===== src/rtl/boot_seq_pkg.sv =====
package boot_seq_pkg;

    // Controller port map (fixed by the controller's decode)
    localparam logic [7:0] PORT_STAT  = 8'hC8;  // status read / command write
    localparam logic [7:0] PORT_TRK   = 8'hC9;
    localparam logic [7:0] PORT_HEAD  = 8'hCA;
    localparam logic [7:0] PORT_SECT  = 8'hCB;
    localparam logic [7:0] PORT_DATA  = 8'hCC;
    localparam logic [7:0] PORT_DRIVE = 8'hCD;

    localparam logic [7:0] CMD_HOME = 8'h06;
    localparam logic [7:0] CMD_READ = 8'h01;

    localparam int RDY_BIT  = 6;
    localparam int BUSY_BIT = 7;
    localparam int ERR_BIT  = 1;

    localparam int          NUM_GEO  = 4;
    localparam int          GEO_W    = $clog2(NUM_GEO);
    localparam logic [GEO_W-1:0] GEO_LAST = GEO_W'(NUM_GEO - 1);

    typedef enum logic [3:0] {
        ST_IDLE,
        ST_ZERO,
        ST_POLL_RDY,
        ST_HOME,
        ST_POLL_HOME,
        ST_READ,
        ST_POLL_READ,
        ST_DISCARD,
        ST_COPY,
        ST_DONE,
        ST_FAIL
    } seq_state_e;

    typedef struct packed {
        seq_state_e       state;
        logic [GEO_W-1:0] geo_idx;
    } fsm_regs_t;

    // Geometry select order: drive, track, head, sector
    function automatic logic [7:0] geo_port(input logic [GEO_W-1:0] idx);
        logic [7:0] p;
        case (idx)
            2'd0:    p = PORT_DRIVE;
            2'd1:    p = PORT_TRK;
            2'd2:    p = PORT_HEAD;
            default: p = PORT_SECT;
        endcase
        return p;
    endfunction

endpackage


===== src/rtl/boot_copy_port.sv =====
module boot_copy_port
    import boot_seq_pkg::*;
#(
    parameter int              DW        = 8,
    parameter int              MAW       = 16,
    parameter int              LOW_W     = 8,
    parameter logic [MAW-1:0]  BASE_ADDR = 16'hC780
) (
    input  logic           clk,
    input  logic           rst_n,
    input  logic           clear,
    input  logic           beat,
    input  logic [DW-1:0]  data,
    output logic           mem_we,
    output logic [MAW-1:0] mem_addr,
    output logic [DW-1:0]  mem_wdata,
    output logic           last
);

    localparam int               HI_W    = MAW - LOW_W;
    localparam logic [LOW_W-1:0] LOW_INI = BASE_ADDR[LOW_W-1:0];
    localparam logic [HI_W-1:0]  HI_FIX  = BASE_ADDR[MAW-1:LOW_W];

    typedef struct packed {
        logic [LOW_W-1:0] lo;
        logic             we;
        logic [MAW-1:0]   addr;
        logic [DW-1:0]    wdata;
    } copy_regs_t;

    copy_regs_t d, q;

    always_comb begin
        d    = q;
        d.we = 1'b0;
        if (clear) begin
            d.lo = LOW_INI;
        end else if (beat) begin
            d.we    = 1'b1;
            d.addr  = {HI_FIX, q.lo};
            d.wdata = data;
            d.lo    = q.lo + 1'b1;
        end
    end

    always_ff @(posedge clk) begin
        if (!rst_n) begin
            q.lo    <= LOW_INI;
            q.we    <= 1'b0;
            q.addr  <= '0;
            q.wdata <= '0;
        end else begin
            q <= d;
        end
    end

    assign mem_we    = q.we;
    assign mem_addr  = q.addr;
    assign mem_wdata = q.wdata;
    assign last      = &q.lo;

    // every write lands in the fixed page, at or above the base
    a_r8_write_in_window: assert property (@(posedge clk) disable iff (!rst_n)
        mem_we |-> (mem_addr[MAW-1:LOW_W] == HI_FIX) && (mem_addr[LOW_W-1:0] >= LOW_INI));

    // a beat produces a write in the following cycle carrying the beat data
    a_r8_beat_to_write: assert property (@(posedge clk) disable iff (!rst_n)
        (beat && !clear) |=> (mem_we && mem_wdata == $past(data)));

endmodule


===== src/rtl/boot_seq_fsm.sv =====
module boot_seq_fsm
    import boot_seq_pkg::*;
#(
    parameter int DW   = 8,
    parameter int IOAW = 8
) (
    input  logic            clk,
    input  logic            rst_n,
    input  logic            start,
    input  logic            io_ack,
    input  logic [DW-1:0]   io_rdata,
    input  logic            copy_last,
    output logic            io_req,
    output logic            io_we,
    output logic [IOAW-1:0] io_addr,
    output logic [DW-1:0]   io_wdata,
    output logic            copy_clear,
    output logic            copy_beat,
    output logic            done,
    output logic            fail
);

    fsm_regs_t d, q;

    always_comb begin
        d          = q;
        io_req     = 1'b0;
        io_we      = 1'b0;
        io_addr    = IOAW'(PORT_STAT);
        io_wdata   = '0;
        copy_clear = 1'b0;
        copy_beat  = 1'b0;
        case (q.state)
            ST_IDLE, ST_DONE, ST_FAIL: begin
                if (start) begin
                    d.state    = ST_ZERO;
                    d.geo_idx  = '0;
                    copy_clear = 1'b1;
                end
            end
            ST_ZERO: begin
                io_req  = 1'b1;
                io_we   = 1'b1;
                io_addr = IOAW'(geo_port(q.geo_idx));
                if (io_ack) begin
                    if (q.geo_idx == GEO_LAST) d.state = ST_POLL_RDY;
                    else d.geo_idx = q.geo_idx + 1'b1;
                end
            end
            ST_POLL_RDY: begin
                io_req = 1'b1;
                if (io_ack && io_rdata[RDY_BIT]) d.state = ST_HOME;
            end
            ST_HOME: begin
                io_req   = 1'b1;
                io_we    = 1'b1;
                io_wdata = DW'(CMD_HOME);
                if (io_ack) d.state = ST_POLL_HOME;
            end
            ST_POLL_HOME: begin
                io_req = 1'b1;
                if (io_ack && !io_rdata[BUSY_BIT]) d.state = ST_READ;
            end
            ST_READ: begin
                io_req   = 1'b1;
                io_we    = 1'b1;
                io_wdata = DW'(CMD_READ);
                if (io_ack) d.state = ST_POLL_READ;
            end
            ST_POLL_READ: begin
                io_req = 1'b1;
                if (io_ack && !io_rdata[BUSY_BIT]) begin
                    if (io_rdata[ERR_BIT]) d.state = ST_FAIL;
                    else d.state = ST_DISCARD;
                end
            end
            ST_DISCARD: begin
                io_req  = 1'b1;
                io_addr = IOAW'(PORT_DATA);
                if (io_ack) d.state = ST_COPY;
            end
            ST_COPY: begin
                io_req  = 1'b1;
                io_addr = IOAW'(PORT_DATA);
                if (io_ack) begin
                    copy_beat = 1'b1;
                    if (copy_last) d.state = ST_DONE;
                end
            end
            default: d.state = ST_IDLE;
        endcase
    end

    always_ff @(posedge clk) begin
        if (!rst_n) begin
            q.state   <= ST_IDLE;
            q.geo_idx <= '0;
        end else begin
            q <= d;
        end
    end

    assign done = (q.state == ST_DONE);
    assign fail = (q.state == ST_FAIL);

    // an unacknowledged request is held with the same address, data and direction
    a_r2_hold_until_ack: assert property (@(posedge clk) disable iff (!rst_n)
        (io_req && !io_ack) |=> (io_req && $stable(io_addr) && $stable(io_we) && $stable(io_wdata)));

    // outcomes are exclusive
    a_r10_flags_exclusive: assert property (@(posedge clk) disable iff (!rst_n)
        !(done && fail));

    // done holds without a start
    a_r10_done_sticky: assert property (@(posedge clk) disable iff (!rst_n)
        (done && !start) |=> done);

    // fail holds without a start
    a_r10_fail_sticky: assert property (@(posedge clk) disable iff (!rst_n)
        (fail && !start) |=> fail);

    // no bus activity once finished
    a_r11_quiet_when_finished: assert property (@(posedge clk) disable iff (!rst_n)
        (done || fail) |-> !io_req);

    // a completed read reporting an error ends in fail
    a_r6_error_aborts: assert property (@(posedge clk) disable iff (!rst_n)
        (q.state == ST_POLL_READ && io_ack && !io_rdata[BUSY_BIT] && io_rdata[ERR_BIT]) |=> fail);

endmodule


===== src/rtl/disk_boot_seq.sv =====
module disk_boot_seq
    import boot_seq_pkg::*;
#(
    parameter int              DW        = 8,
    parameter int              IOAW      = 8,
    parameter int              MAW       = 16,
    parameter int              LOW_W     = 8,
    parameter logic [MAW-1:0]  BASE_ADDR = 16'hC780
) (
    input  logic            clk,
    input  logic            rst_n,
    input  logic            start_i,
    output logic            io_req_o,
    output logic            io_we_o,
    output logic [IOAW-1:0] io_addr_o,
    output logic [DW-1:0]   io_wdata_o,
    input  logic [DW-1:0]   io_rdata_i,
    input  logic            io_ack_i,
    output logic            mem_we_o,
    output logic [MAW-1:0]  mem_addr_o,
    output logic [DW-1:0]   mem_wdata_o,
    output logic            done_o,
    output logic            fail_o,
    output logic [MAW-1:0]  entry_addr_o
);

    logic copy_clear;
    logic copy_beat;
    logic copy_last;

    boot_seq_fsm #(
        .DW   (DW),
        .IOAW (IOAW)
    ) u_fsm (
        .clk        (clk),
        .rst_n      (rst_n),
        .start      (start_i),
        .io_ack     (io_ack_i),
        .io_rdata   (io_rdata_i),
        .copy_last  (copy_last),
        .io_req     (io_req_o),
        .io_we      (io_we_o),
        .io_addr    (io_addr_o),
        .io_wdata   (io_wdata_o),
        .copy_clear (copy_clear),
        .copy_beat  (copy_beat),
        .done       (done_o),
        .fail       (fail_o)
    );

    boot_copy_port #(
        .DW        (DW),
        .MAW       (MAW),
        .LOW_W     (LOW_W),
        .BASE_ADDR (BASE_ADDR)
    ) u_copy (
        .clk       (clk),
        .rst_n     (rst_n),
        .clear     (copy_clear),
        .beat      (copy_beat),
        .data      (io_rdata_i),
        .mem_we    (mem_we_o),
        .mem_addr  (mem_addr_o),
        .mem_wdata (mem_wdata_o),
        .last      (copy_last)
    );

    assign entry_addr_o = done_o ? BASE_ADDR : '0;

    // entry address is only presented together with done
    a_r9_entry_with_done: assert property (@(posedge clk) disable iff (!rst_n)
        done_o |-> (entry_addr_o == BASE_ADDR));

endmodule


===== config.mk =====
export PLATFORM = sky130hd
export DESIGN_NAME = disk_boot_seq
export DESIGN_NICKNAME = d
export VERILOG_FILES = /design/src/rtl/boot_seq_pkg.sv /design/src/rtl/boot_copy_port.sv /design/src/rtl/boot_seq_fsm.sv /design/src/rtl/disk_boot_seq.sv
export SDC_FILE = /design/constraint.sdc
export NUM_CORES = 1
export LEC_CHECK = 0
export BUFFER_PORTS_ARGS = -buffer_cell sky130_fd_sc_hd__clkbuf_2
export CAP_MARGIN = 20
export CORE_MARGIN = 1
export CORE_UTILIZATION = 34
export CTS_CLUSTER_DIAMETER = 150
export DETAILED_ROUTE_END_ITERATION = 8
export GPL_TIMING_DRIVEN = 0
export PLACE_DENSITY = 0.58
export SETUP_SLACK_MARGIN = 0.5
export SLEW_MARGIN = 10
export SYNTH_ARGS = -nofsm -noshare
export SYNTH_HDL_FRONTEND = slang
export SYNTH_SLANG_ARGS = --single-unit
export TNS_END_PERCENT = 30

===== constraint.sdc =====
create_clock -name clk -period 1.93 [get_ports clk]
set_input_delay 0.0965 -clock clk [delete_from_list [all_inputs] [get_ports clk]]
set_output_delay 0.0965 -clock clk [all_outputs]
set_load 0.02 [all_outputs]

# Word-level counts from Yosys, hierarchy flattened
# Index checks and enable logic that the tools add are counted.
dict set report word_totals {
  word_cells 76
  out_inout_bits 61
  reg_bits 32
  inputBits 12
}
dict set report classes {
  n_eq_ne 25
  add_sub_neg 2
  n_reduce_logical 15
  bitwise_logic 2
  n_mux 26
}
# op count
set op_table {}
lappend op_table {{2-to-1 mux 4 bit} 10}
lappend op_table {{case mux 4 bit (9 select lines)} 1}
lappend op_table {{2-to-1 mux 25 bit} 1}
lappend op_table {{== test 4 x 3 -> 1 bit (second input constant)} 4}
lappend op_table {{2-to-1 mux 16 bit} 1}
lappend op_table {{!= test 2 bit (second input constant)} 8}
lappend op_table {{case mux 8 bit (2 select lines)} 1}
lappend op_table {{== test 4 bit (second input constant)} 3}
lappend op_table {{2-to-1 mux 6 bit} 2}
lappend op_table {{AND reduction 11 bit} 1}
lappend op_table {{case mux 3 bit (3 select lines)} 1}
lappend op_table {{adder 8 x 1 -> 8 bit (second input constant)} 1}
lappend op_table {{== test 4 x 2 -> 1 bit (second input constant)} 2}
lappend op_table {{!= test 2 x 1 -> 1 bit (second input constant)} 4}
lappend op_table {{AND reduction 8 bit} 1}
lappend op_table {{OR reduction 8 bit} 1}
lappend op_table {{2-to-1 mux 1 bit} 6}
lappend op_table {{case mux 3 bit (2 select lines)} 1}
lappend op_table {{OR reduction 3 bit} 2}
lappend op_table {{== test 2 bit (second input constant)} 2}
lappend op_table {{== test 4 x 1 -> 1 bit (second input constant)} 1}
lappend op_table {{logical NOT 4 bit} 1}
lappend op_table {{case mux 2 bit (2 select lines)} 1}
lappend op_table {{AND reduction 4 bit} 1}
lappend op_table {{other kinds (10)} 13}

# Depth between registers and ports, before layout
# Gate-level depths: netlist of run 1.
dict set report logic_depth {
  ltp_word 5
  mapped_depth 7
  ltp_nobuf 6
}

# By module
# From an unflattened synthesis of run 1, not the netlist that was laid out.
dict set report unflattened {
  cells_unflattened 251
  hier_area_um2 2028.2
}
# mod cells_each area_each_um2 instances seq_area_each_um2
set modules_own_cells {}
lappend modules_own_cells {boot_copy_port 141 1208.7 1 520.5}
lappend modules_own_cells {boot_seq_fsm 93 695.7 1 120.1}
lappend modules_own_cells {disk_boot_seq 17 123.9 1 0.0}

# Least setup slack after synthesis of run 1
# Ideal clock, no wire load.
dict set report synth_timing {
  path_kind {flip-flop to output port}
  startpoint {register u_fsm.q[2] in the netlist's numbering}
  endpoint {output io_wdata_o[2]}
  t_required_ns 1.833
  path_stages_with_launch 6
  arrival_time_ns 1.664
  n_path_buf 3
  setup_slack_ns 0.170
  path_cell_list {dfxtp_1 clkbuf_1 clkbuf_1 nand2_1 nor3_1 buf_4}
}
dict set report synth_via {
  elab_chain_len 2
  elab_cells_between_ends 3
  cone_classes {eq/ne: 2; mux: 1}
}
# item line_no
set synth_lines {}
lappend synth_lines {{from (decl)} boot_seq_fsm.sv:23} ;# fsm_regs_t d, q;
lappend synth_lines {{== test 4 x 3 -> 1 bit / == test 4 x 2 -> 1 bit (equally long branches)} boot_seq_fsm.sv:33} ;# case (q.state)
lappend synth_lines {{case mux 3 bit (2 select lines) (*)} boot_seq_fsm.sv:33}
lappend synth_lines {{to (decl)} disk_boot_seq.sv:16} ;# output logic [DW-1:0] io_wdata_o,
# Mark *: on every way between the ends. The rest lies on a longest branch, timed or not.

# Worst setup path in the final report of run 1
dict set report layout_timing {
  startpoint {register u_fsm.q[5] in the netlist's numbering}
  endpoint {register u_fsm.q[3] in the netlist's numbering}
}
dict set report layout_via {
  elab_chain_len 4
  elab_cells_between_ends 25
  cone_classes {eq/ne: 21; mux: 1; reduce/logical: 3}
}
# item line_no
set layout_lines {}
lappend layout_lines {{== test 4 bit / logical NOT 4 bit (equally long branches)} boot_seq_fsm.sv:33}
lappend layout_lines {{OR reduction 3 bit} boot_seq_fsm.sv:33}
lappend layout_lines {{!= test 2 bit (no source line)} --}
lappend layout_lines {{AND reduction 11 bit (no source line)} --}
# Several ways; a longest one is shown, not always the timed one.
# A chain may end at the register's enable or synchronous reset.

==> results of run 1 <==
## final cells by class
class / instances / area share
clock inverters: 1 / 0.0100
plain buffers: 63 / 0.175
flip-flops and latches: 32 / 0.221
repair buffers: 69 / 0.153
well taps: 70 / 0.0293
multi-input cells: 170 / 0.374
clock buffers: 7 / 0.0322
inverters: 4 / 0.00501
## layer usage
| layer | GRT usage | routed length (um) | vias up |
|---|---|---|---|
| met5 | 0 | 0 | - |
| met4 | 0.0566 | 38 | 0 |
| li1 | - | - | 941 |
| met1 | 0.190 | 2130 | 817 |
| met3 | 0.0357 | 276 | 4 |
| met2 | 0.244 | 2170 | 59 |
## timing repair
action,4_1_cts,5_1_grt
resized for setup,31,63
buffers inserted,10,9
gates cloned,2,0
hold endpoints to repair,0,0
hold buffers,0,0
endpoints found under the setup margin,48,48
pin swaps,9,13
## stage by stage
stage,utilization,area [um^2]
final,0.568,2990
after global routing,0.568,2990
after floorplan,-,2060
after global placement,0.453,2390
after detailed placement,0.453,2390
after CTS,0.523,2760
## power by group
| part | total [mW] | leakage (nW) | switching, mW | internal [mW] |
|---|---|---|---|---|
| Clock | 0.696 | 0.0645 | 0.241 | 0.455 |
| Combinational | 1.61 | 1.07 | 0.803 | 0.803 |
| Sequential | 0.783 | 0.264 | 0.0616 | 0.722 |
| Total | 3.09 | 1.40 | 1.11 | 1.98 |
## worst max-delay path by stage
stage	to	slack (ns)	startpoint	depth (start not counted)
floorplan	u_fsm.q[3]$_SDFFE_PN0P_	0.32	u_fsm.q[1]$_SDFFE_PN0P_	6
global placement	u_copy.mem_addr[2]$_SDFFE_PN0P_	0.17	u_fsm.q[2]$_SDFFE_PN0P_	6
detailed placement	u_copy.mem_addr[3]$_SDFFE_PN0P_	0.17	u_fsm.q[2]$_SDFFE_PN0P_	6
CTS	u_fsm.q[3]$_SDFFE_PN0P_	0.22	u_fsm.q[5]$_SDFFE_PN0P_	7
global route	u_fsm.q[3]$_SDFFE_PN0P_	0.13	u_fsm.q[5]$_SDFFE_PN0P_	8
finish	u_fsm.q[3]$_SDFFE_PN0P_	0.18	u_fsm.q[5]$_SDFFE_PN0P_	8
## state kept, by name, indices dropped and copies added, names as in the netlist
signal            count
u_copy.q              8
u_copy.mem_we         1
u_copy.mem_wdata      8
u_copy.mem_addr       9
u_fsm.q               6
## cell usage in the layout, fill, tap and decap left out, types with 3 or more instances in the layout
cell type	instances
buf_4	72
clkbuf_2	40
nand2_1	37
conb_1	23
dfxtp_1	23
a21oi_1	21
nor2_1	18
clkbuf_8	9
nand3_1	7
buf_6	6
buf_8	5
dfxtp_2	5
xnor2_1	4
nand2_4	4
a21oi_2	4
nand4_1	4
xor2_1	4
dfxtp_4	4
nor3_1	3
clkbuf_1	3
nand2_2	3
ha_4	3
## worst reg2reg max path, stage by stage, from the launching register on
cell	delay [ns]
dfxtp_2	0.33
buf_8	0.13
nor4b_4	0.13
buf_4	0.14
o21a_1	0.12
a2111oi_4	0.29
buf_4	0.21
o21ai_2	0.06
a32o_1	0.24
## kinds of logic after synthesis
logic type | Yosys count | synth area share
and+or+nand+nor | 95 | 0.229
buffers and inverters | 67 | 0.232
other | 2 | 0.00391
adders and majority gates | 4 | 0.0261
muxes | 2 | 0.0104
DFF | 32 | 0.334
xor gates and xnor gates | 9 | 0.0411
AOI/OAI and AO/OA | 37 | 0.123
==> summary.txt, run 1 <==
Outcome
  • Status: finished, final reports clean

Synth
  • Top_reg_cell synth: dfxtp_1
  • Syn Area/Cell: 7.74 um^2
  • Largest cells by area after synthesis: dfxtp_1, buf_4, nand2_1, a21oi_1, nor2_1
  • Ys async rst share: 0
  • Yosys cell types: 37
  • Post-synth top cells: buf_4, nand2_1, dfxtp_1
  • Post-synth EDFFs: 0
  • Yosys top cell by area: dfxtp_1
  • Yosys reg bits: 32
  • Sequential share of the synthesized area: 0.334
  • Count leader, synth: buf_4
  • Mapped Cells: 248
  • Yosys Warn Count: 0
  • Yosys top cell area share: 0.334
  • Synthesized cell area: 1920 um^2

Placed design
  • Port bufs: 48
  • Dpl hpwl: 2940 um
  • Post-Place Cells: 387
  • Pre-CTS WS: 0.169 ns
  • Routability cong.: 0.803

Route
  • DR vias/cell: 4.38
  • Via count: 1821
  • First drt pass iteration count: 4
  • Drc violations: 0
  • Detailed Route WL: 4620 um
  • Routed len/inst: 11.1 um
  • Iter 0 DRT Violations: 95
  • Routed Antenna Nets: 0

Clock network
  • Root Buffer: clkbuf_8
  • CTS tree: yes
  • Clock H-tree levels: 2
  • CTS Buf Count: 5
  • Clk_lat worst skew: 0.28 ns
  • Longest Clk Path Bufs: 2
  • Clock slew at reported path FFs: 0.07 ns
  • CTS Sinks: 32

GRT
  • First-pass GRT wire length: 7090 um
  • Total global-route track usage: 0.150
  • Vias in the first global route: 1518
  • Overflow after GRT: 0
  • Antenna violations before repair: 0
  • Pin count of the biggest net entering global routing: 11

STA
  • Tmin final: 1.75 ns
  • Hold Vio Cnt, Final: 0
  • Hold WS: 0.0308 ns
  • Layout Skew: 0.00764 ns
  • Fmax: 573 MHz
  • Worst Max-Slew Pin Slew: 0.552 ns
  • Period utilization: 0.904
  • Slew Viols, Final: 0
  • Slew headroom: 0.632
  • Setup ws final: 0.185 ns
  • RSZ-0062 raised after global routing: yes
  • Setup TNS: 0 ns
  • Final setup fails: 0

Critical path
  • Slowest stage cell, crit path: dfxtp_2
  • Kind of critical path: reg -> reg
  • RR Startpoint: u_fsm.q[5]$_SDFFE_PN0P_
  • Crit start category: flop
  • R2R setup slack: 0.18 ns
  • Slowest Stage Delay on Critical Path: 0.33 ns
  • FF-to-FF path depth: 8
  • Critical Path AT: 1.92 ns
  • Reg2Reg Capture Point: u_fsm.q[3]$_SDFFE_PN0P_
  • WP data required: 2.11 ns
  • Critical path buffers and inverters: 3
  • Cell family with most CP delay: compound AO/OA/AOI/OAI gates
  • CP Cell Sequence: buf_8 -> nor4b_4 -> buf_4 -> o21a_1 -> a2111oi_4 -> buf_4 -> o21ai_2 -> a32o_1
  • Most frequent CP cell: buf_4
  • Crit Path Max Fanout: 6
  • CP endpoint kind: flop

Finish
  • Synthesis-to-finish area growth: 56.0%
  • Diodes inserted: 0
  • Filler Cells Inserted: 521
  • Sequential Area: 662 um^2
  • NumNets Final: 361
  • Share of cells above drive strength 1: 0.517
  • Multi-input logic area: 1120 um^2
  • Post-route insts no fill: 416

Die
  • Io pins: 73
  • CORE AREA: 5270 um^2
  • Total Die Area: 5950 um^2
  • Rows: 26
  • Chip height: 77.1 um
  • Die Wd: 77.1 um
  • Initial Util: 0.364

Power
  • Power, Total: 3.09 mW
  • Worst vdd ir: 0.478 mV
  • Leakage: 1.40 nW
  • Power per cell area: 1030 nW/um^2

Flow run
  • Max-cap violations: 0

Worst hold path
  • Hold Crit Class: in -> reg
  • WHS Path Cells: 3
  • Worst Hold Path EP: u_copy.mem_wdata[0]$_SDFFE_PN0P_
  • Hold Crit Start: io_rdata_i[0]
Note: power is estimated with default switching activity, not from simulation.
==> run 2: changes to the inputs <==
--- a/config.mk
+++ b/config.mk
@@ -13,6 +13,7 @@
 export DETAILED_ROUTE_END_ITERATION = 8
 export GPL_TIMING_DRIVEN = 0
 export PLACE_DENSITY = 0.58
+export REMOVE_ABC_BUFFERS = 1
 export SETUP_SLACK_MARGIN = 0.5
 export SLEW_MARGIN = 10
 export SYNTH_ARGS = -nofsm -noshare
==> summary.txt, run 2 (synthesized netlist as in run 1, its figures left out) <==
Power
  • Worst vdd ir: 0.361 mV
  • Share of total power in sequential cells: 0.342
  • Combinational Power Share: 0.464
  • Clock network power share: 0.195
  • Power, Total: 2.45 mW
  • Switching Share: 0.394
  • Internal Power: 1.49 mW
  • Net Switching: 967 uW
  • Power per cell area: 1070 nW/um^2
  • Leakage: 0.974 nW

Die
  • Io pins: 73
  • Initial Util: 0.364
  • Chip height: 77.1 um
  • CORE AREA: 5270 um^2
  • Rows: 26
  • Total Die Area: 5950 um^2
  • Die Wd: 77.1 um

GRT
  • Total global-route track usage: 0.134
  • Overflow after GRT: 0
  • First-pass GRT wire length: 6250 um
  • Antenna violations before repair: 0
  • Pin count of the biggest net entering global routing: 26
  • Vias in the first global route: 1403

Critical path
  • WP data required: 2.11 ns
  • Slowest stage cell, crit path: a2111oi_4
  • Slowest Stage Delay on Critical Path: 0.48 ns
  • CP endpoint kind: flop
  • Crit start category: flop
  • Kind of critical path: reg -> reg
  • Crit Path Max Fanout: 13
  • Cell family with most CP delay: compound AO/OA/AOI/OAI gates
  • Critical Path AT: 1.84 ns
  • Critical path buffers and inverters: 0
  • CP Cell Sequence: nand2b_1 -> a211oi_2 -> a2111oi_4 -> o21ai_1 -> a32o_1

STA
  • Final setup fails: 0
  • Fmax: 602 MHz
  • Hold Vio Cnt, Final: 0
  • Setup ws final: 0.269 ns
  • Period utilization: 0.860
  • RSZ-0062 raised after global routing: yes
  • Worst Max-Slew Pin Slew: 0.791 ns
  • Tmin final: 1.66 ns
  • Slew headroom: 0.472
  • Layout Skew: 0.00271 ns
  • Slew Viols, Final: 0

Clock network
  • CTS Buf Count: 5
  • Clock slew at reported path FFs: 0.06 ns
  • Clk_lat worst skew: 0.28 ns
  • CTS Sinks: 32
  • Hold Buf Count CTS: 0
  • Root Buffer: clkbuf_8
  • CTS tree: yes
  • Clock H-tree levels: 2
  • Longest Clk Path Bufs: 2

Finish
  • Layout Utilization: 0.435
  • NumNets Final: 301
  • Max reg flops: 9
  • Synthesis-to-finish area growth: 19.5%
  • Commonest non-fill, non-tap cell in the layout: clkbuf_2
  • Diodes inserted: 0
  • Share of cells above drive strength 1: 0.358
  • Most frequent cells in the layout: clkbuf_2, nand2_1, a21oi_1
  • Filler Cells Inserted: 539
  • Post-route insts no fill: 355

Flow run
  • Max-cap violations: 0

Route
  • Routed len/inst: 11.1 um
  • First drt pass iteration count: 5
  • Drc violations: 0
  • Routed Antenna Nets: 0
  • DR vias/cell: 4.48
  • Via count: 1591
  • Iter 0 DRT Violations: 108
  • Detailed Route WL: 3930 um

Worst hold path
  • Hold Crit Class: in -> reg

Placed design
  • Pre-CTS WS: -0.628 ns
  • Port bufs: 49
  • Post-Place Cells: 325
  • Routability cong.: 0.814
  • Dpl hpwl: 2450 um

Outcome
  • Status: finished, final reports clean
==> run 2: cell types whose count changed in the layout (fill, tap and decap cells not counted), sizes merged <==
| cell | delta |
|---|---|
| and2 | +2 |
| buf | -63 |
| bufinv | -1 |
| clkinv | +1 |
==> run 2: layer usage <==
| metal | up-vias | GRT usage | wire length (um) |
|---|---|---|---|
| li1 | 825 | - | - |
| met3 | 8 | 0.0393 | 207 |
| met1 | 710 | 0.154 | 1860 |
| met2 | 48 | 0.221 | 1790 |
| met5 | - | 0 | 0 |
| met4 | 0 | 0.0736 | 69 |
==> run 2: what timing repair did <==
action | in CTS | in global routing
endpoints found under the setup margin | 48 | 46
gates cloned | 1 | 1
setup buffers | 8 | 13
gates resized for setup | 18 | 18
pin swaps | 6 | 5
==> run 2: cell type report <==
cell class | count | area [um^2] | area share
clock inverters | 1 | 5.00 | 0.00218
multi-input cells | 172 | 1040 | 0.456
repair buffers | 70 | 407 | 0.177
flip-flops and latches | 32 | 662 | 0.289
well taps | 70 | 87.6 | 0.0382
clock buffers | 6 | 72.6 | 0.0316
inverters | 4 | 15.0 | 0.00655
==> run 2: tightest hold or removal path, stage by stage <==
cell and delay, ns:
clkbuf_2 0.08, nand2_1 0.04, a21oi_1 0.05
==> run 2: power by group through the flow <==
stage	Clock (mW)	Combinational, mW	Sequential [mW]
after floorplan	0	0.574	0.863
after global placement	0	0.813	0.847
after detailed placement	0	0.816	0.848
after CTS	0.497	0.933	0.840
after global routing	0.525	1.24	0.852
final	0.478	1.14	0.839
==> run 2: per-stage QoR <==
stage	cell area [um^2]	TNS, ns	hold slack, ns
floorplan	1570	-4.99	0.168
global placement	1900	-10.91	0.325
detailed placement	1900	-10.63	0.330
CTS	2100	0	0.0274
global route	2290	0	0.0373
finish	2290	0	0.0318
==> run 2: final timing paths <==
check,slack (ns),end,cells past startpoint,from
max,0.27,u_fsm.q[3]$_SDFFE_PN0P_,5,u_fsm.q[2]$_SDFFE_PN0P_
min,0.03,u_copy.mem_wdata[2]$_SDFFE_PN0P_,3,io_rdata_i[2]
max reg2reg,0.27,u_fsm.q[3]$_SDFFE_PN0P_,5,u_fsm.q[2]$_SDFFE_PN0P_
min reg2reg,0.45,u_copy.mem_addr[7]$_SDFFE_PN0P_,2,u_copy.mem_addr[7]$_SDFFE_PN0P_
==> run 3: changes to the inputs <==
--- a/config.mk
+++ b/config.mk
@@ -5,7 +5,7 @@
 export SDC_FILE = /design/constraint.sdc
 export NUM_CORES = 1
 export LEC_CHECK = 0
-export BUFFER_PORTS_ARGS = -buffer_cell sky130_fd_sc_hd__clkbuf_2
+export BUFFER_PORTS_ARGS = -buffer_cell sky130_fd_sc_hd__buf_2
 export CAP_MARGIN = 20
 export CORE_MARGIN = 1
 export CORE_UTILIZATION = 34
==> summary.txt, run 3 (synthesized netlist as in run 1, its figures left out) <==
Route
  • Routed len/inst: 12.0 um
  • Drc violations: 0
  • First drt pass iteration count: 4
  • Routed Antenna Nets: 0
  • DR vias/cell: 4.65
  • Iter 0 DRT Violations: 123
  • Via count: 1657
  • Detailed Route WL: 4260 um

Finish
  • Commonest non-fill, non-tap cell in the layout: buf_2
  • Diodes inserted: 0
  • Most frequent cells in the layout: buf_2, nand2_1, a21oi_1
  • Synthesis-to-finish area growth: 23.6%
  • Max reg flops: 9
  • Post-route insts no fill: 356
  • NumNets Final: 302
  • Share of cells above drive strength 1: 0.385

Critical path
  • Crit start category: flop
  • Critical Path AT: 1.57 ns
  • R2R setup slack: 0.27 ns
  • Crit Path Max Fanout: 7
  • WP data required: 1.83 ns
  • CP Cell Sequence: buf_6 -> or4b_4 -> nor2_2 -> buf_4
  • Kind of critical path: reg -> out
  • Critical path buffers and inverters: 2
  • Slowest stage cell, crit path: or4b_4
  • CP endpoint kind: primary output
  • Slowest Stage Delay on Critical Path: 0.50 ns
  • Cell family with most CP delay: simple AND/OR/NAND/NOR gates

Clock network
  • Root Buffer: clkbuf_8
  • CTS Sinks: 32
  • Clock slew at reported path FFs: 0.06 ns
  • CTS Buf Count: 5
  • Clock H-tree levels: 2
  • Clk_lat worst skew: 0.28 ns
  • Hold Buf Count CTS: 0
  • CTS tree: yes
  • Longest Clk Path Bufs: 2

STA
  • Layout Skew: 0.00390 ns
  • Slew Viols, Final: 0
  • Slew headroom: 0.457
  • Setup ws final: 0.262 ns
  • Tmin final: 1.67 ns
  • Fmax: 600 MHz
  • Period utilization: 0.864
  • Worst Max-Slew Pin Slew: 0.814 ns
  • Final setup fails: 0
  • Hold Vio Cnt, Final: 0
  • RSZ-0062 raised after global routing: yes

Die
  • Die Wd: 77.1 um
  • Initial Util: 0.364
  • Rows: 26
  • Io pins: 73
  • Chip height: 77.1 um
  • Total Die Area: 5950 um^2
  • CORE AREA: 5270 um^2

Power
  • Leakage: 1.03 nW
  • Worst vdd ir: 0.392 mV
  • Power per cell area: 1110 nW/um^2

GRT
  • Pin count of the biggest net entering global routing: 26
  • Vias in the first global route: 1430
  • Total global-route track usage: 0.141
  • Antenna violations before repair: 0
  • First-pass GRT wire length: 6650 um
  • Overflow after GRT: 0

Placed design
  • Post-Place Cells: 325
  • Routability cong.: 0.824
  • Dpl hpwl: 2450 um
  • Pre-CTS WS: -0.654 ns
  • Port bufs: 49

Outcome
  • Status: finished, final reports clean

Flow run
  • Max-cap violations: 0

Worst hold path
  • Hold Crit Class: in -> reg
==> run 3: cell count changes in the layout (fill, tap and decap cells not counted), sizes merged <==
cell    delta
clkinv     -1
clkbuf    -48
buf       +50
==> run 3: routing by layer <==
metal / GRT usage / vias to the layer above / share of wire
met1: 0.169 / 774 / 0.44
met5: 0 / - / 0
met3: 0.0381 / 4 / 0.056
met2: 0.238 / 52 / 0.50
met4: 0.0547 / 0 / 0.0078
li1: - / 827 / -
==> run 3: cell type report <==
type                    count  area [um^2]
clock buffers               7         96.3
fillers                   537         2900
inverters                   4         15.0
multi-input cells         172         1070
flip-flops and latches     32          664
well taps                  70         87.6
repair buffers             71          437
==> run 3: worst paths after layout <==
path | startpoint | end | cells after the start
setup / recovery | u_fsm.q[2]$_SDFFE_PN0P_ | io_addr_o[0] | 4
hold / removal | rst_n | u_copy.q[32]$_SDFFE_PP1P_ | 2
setup reg to reg | u_fsm.q[2]$_SDFFE_PN0P_ | u_fsm.q[4]$_SDFFE_PN0P_ | 6
hold reg to reg | u_copy.mem_wdata[3]$_SDFFE_PN0P_ | u_copy.mem_wdata[3]$_SDFFE_PN0P_ | 2
==> run 3: report_power, final <==
part	internal (mW)	total [mW]	switching, mW
combinational	0.563	1.25	0.686
sequential	0.730	0.826	0.0966
clock	0.317	0.552	0.234
==> run 3: repair_timing <==
item                       4_1_cts  5_1_grt
gates cloned                     2        0
hold endpoints to repair         0        0
gates resized for setup         26       27
setup endpoints to repair       48       45
pin swaps                        6        5
buffers inserted                19        3
==> run 3: per-stage QoR <==
step / cell area, um^2 / util / TNS [ns] / power (mW) / hold slack, ns
after global placement: 1900 / 0.361 / -10.90 / 1.66 / 0.335
after detailed placement: 1900 / 0.361 / -11.07 / 1.66 / 0.344
after floorplan: 1570 / - / -4.99 / 1.44 / 0.168
after CTS: 2240 / 0.425 / 0 / 2.47 / 0.0474
after global routing: 2370 / 0.450 / 0 / 2.78 / 0.0495
final: 2370 / 0.450 / 0 / 2.63 / 0.0517
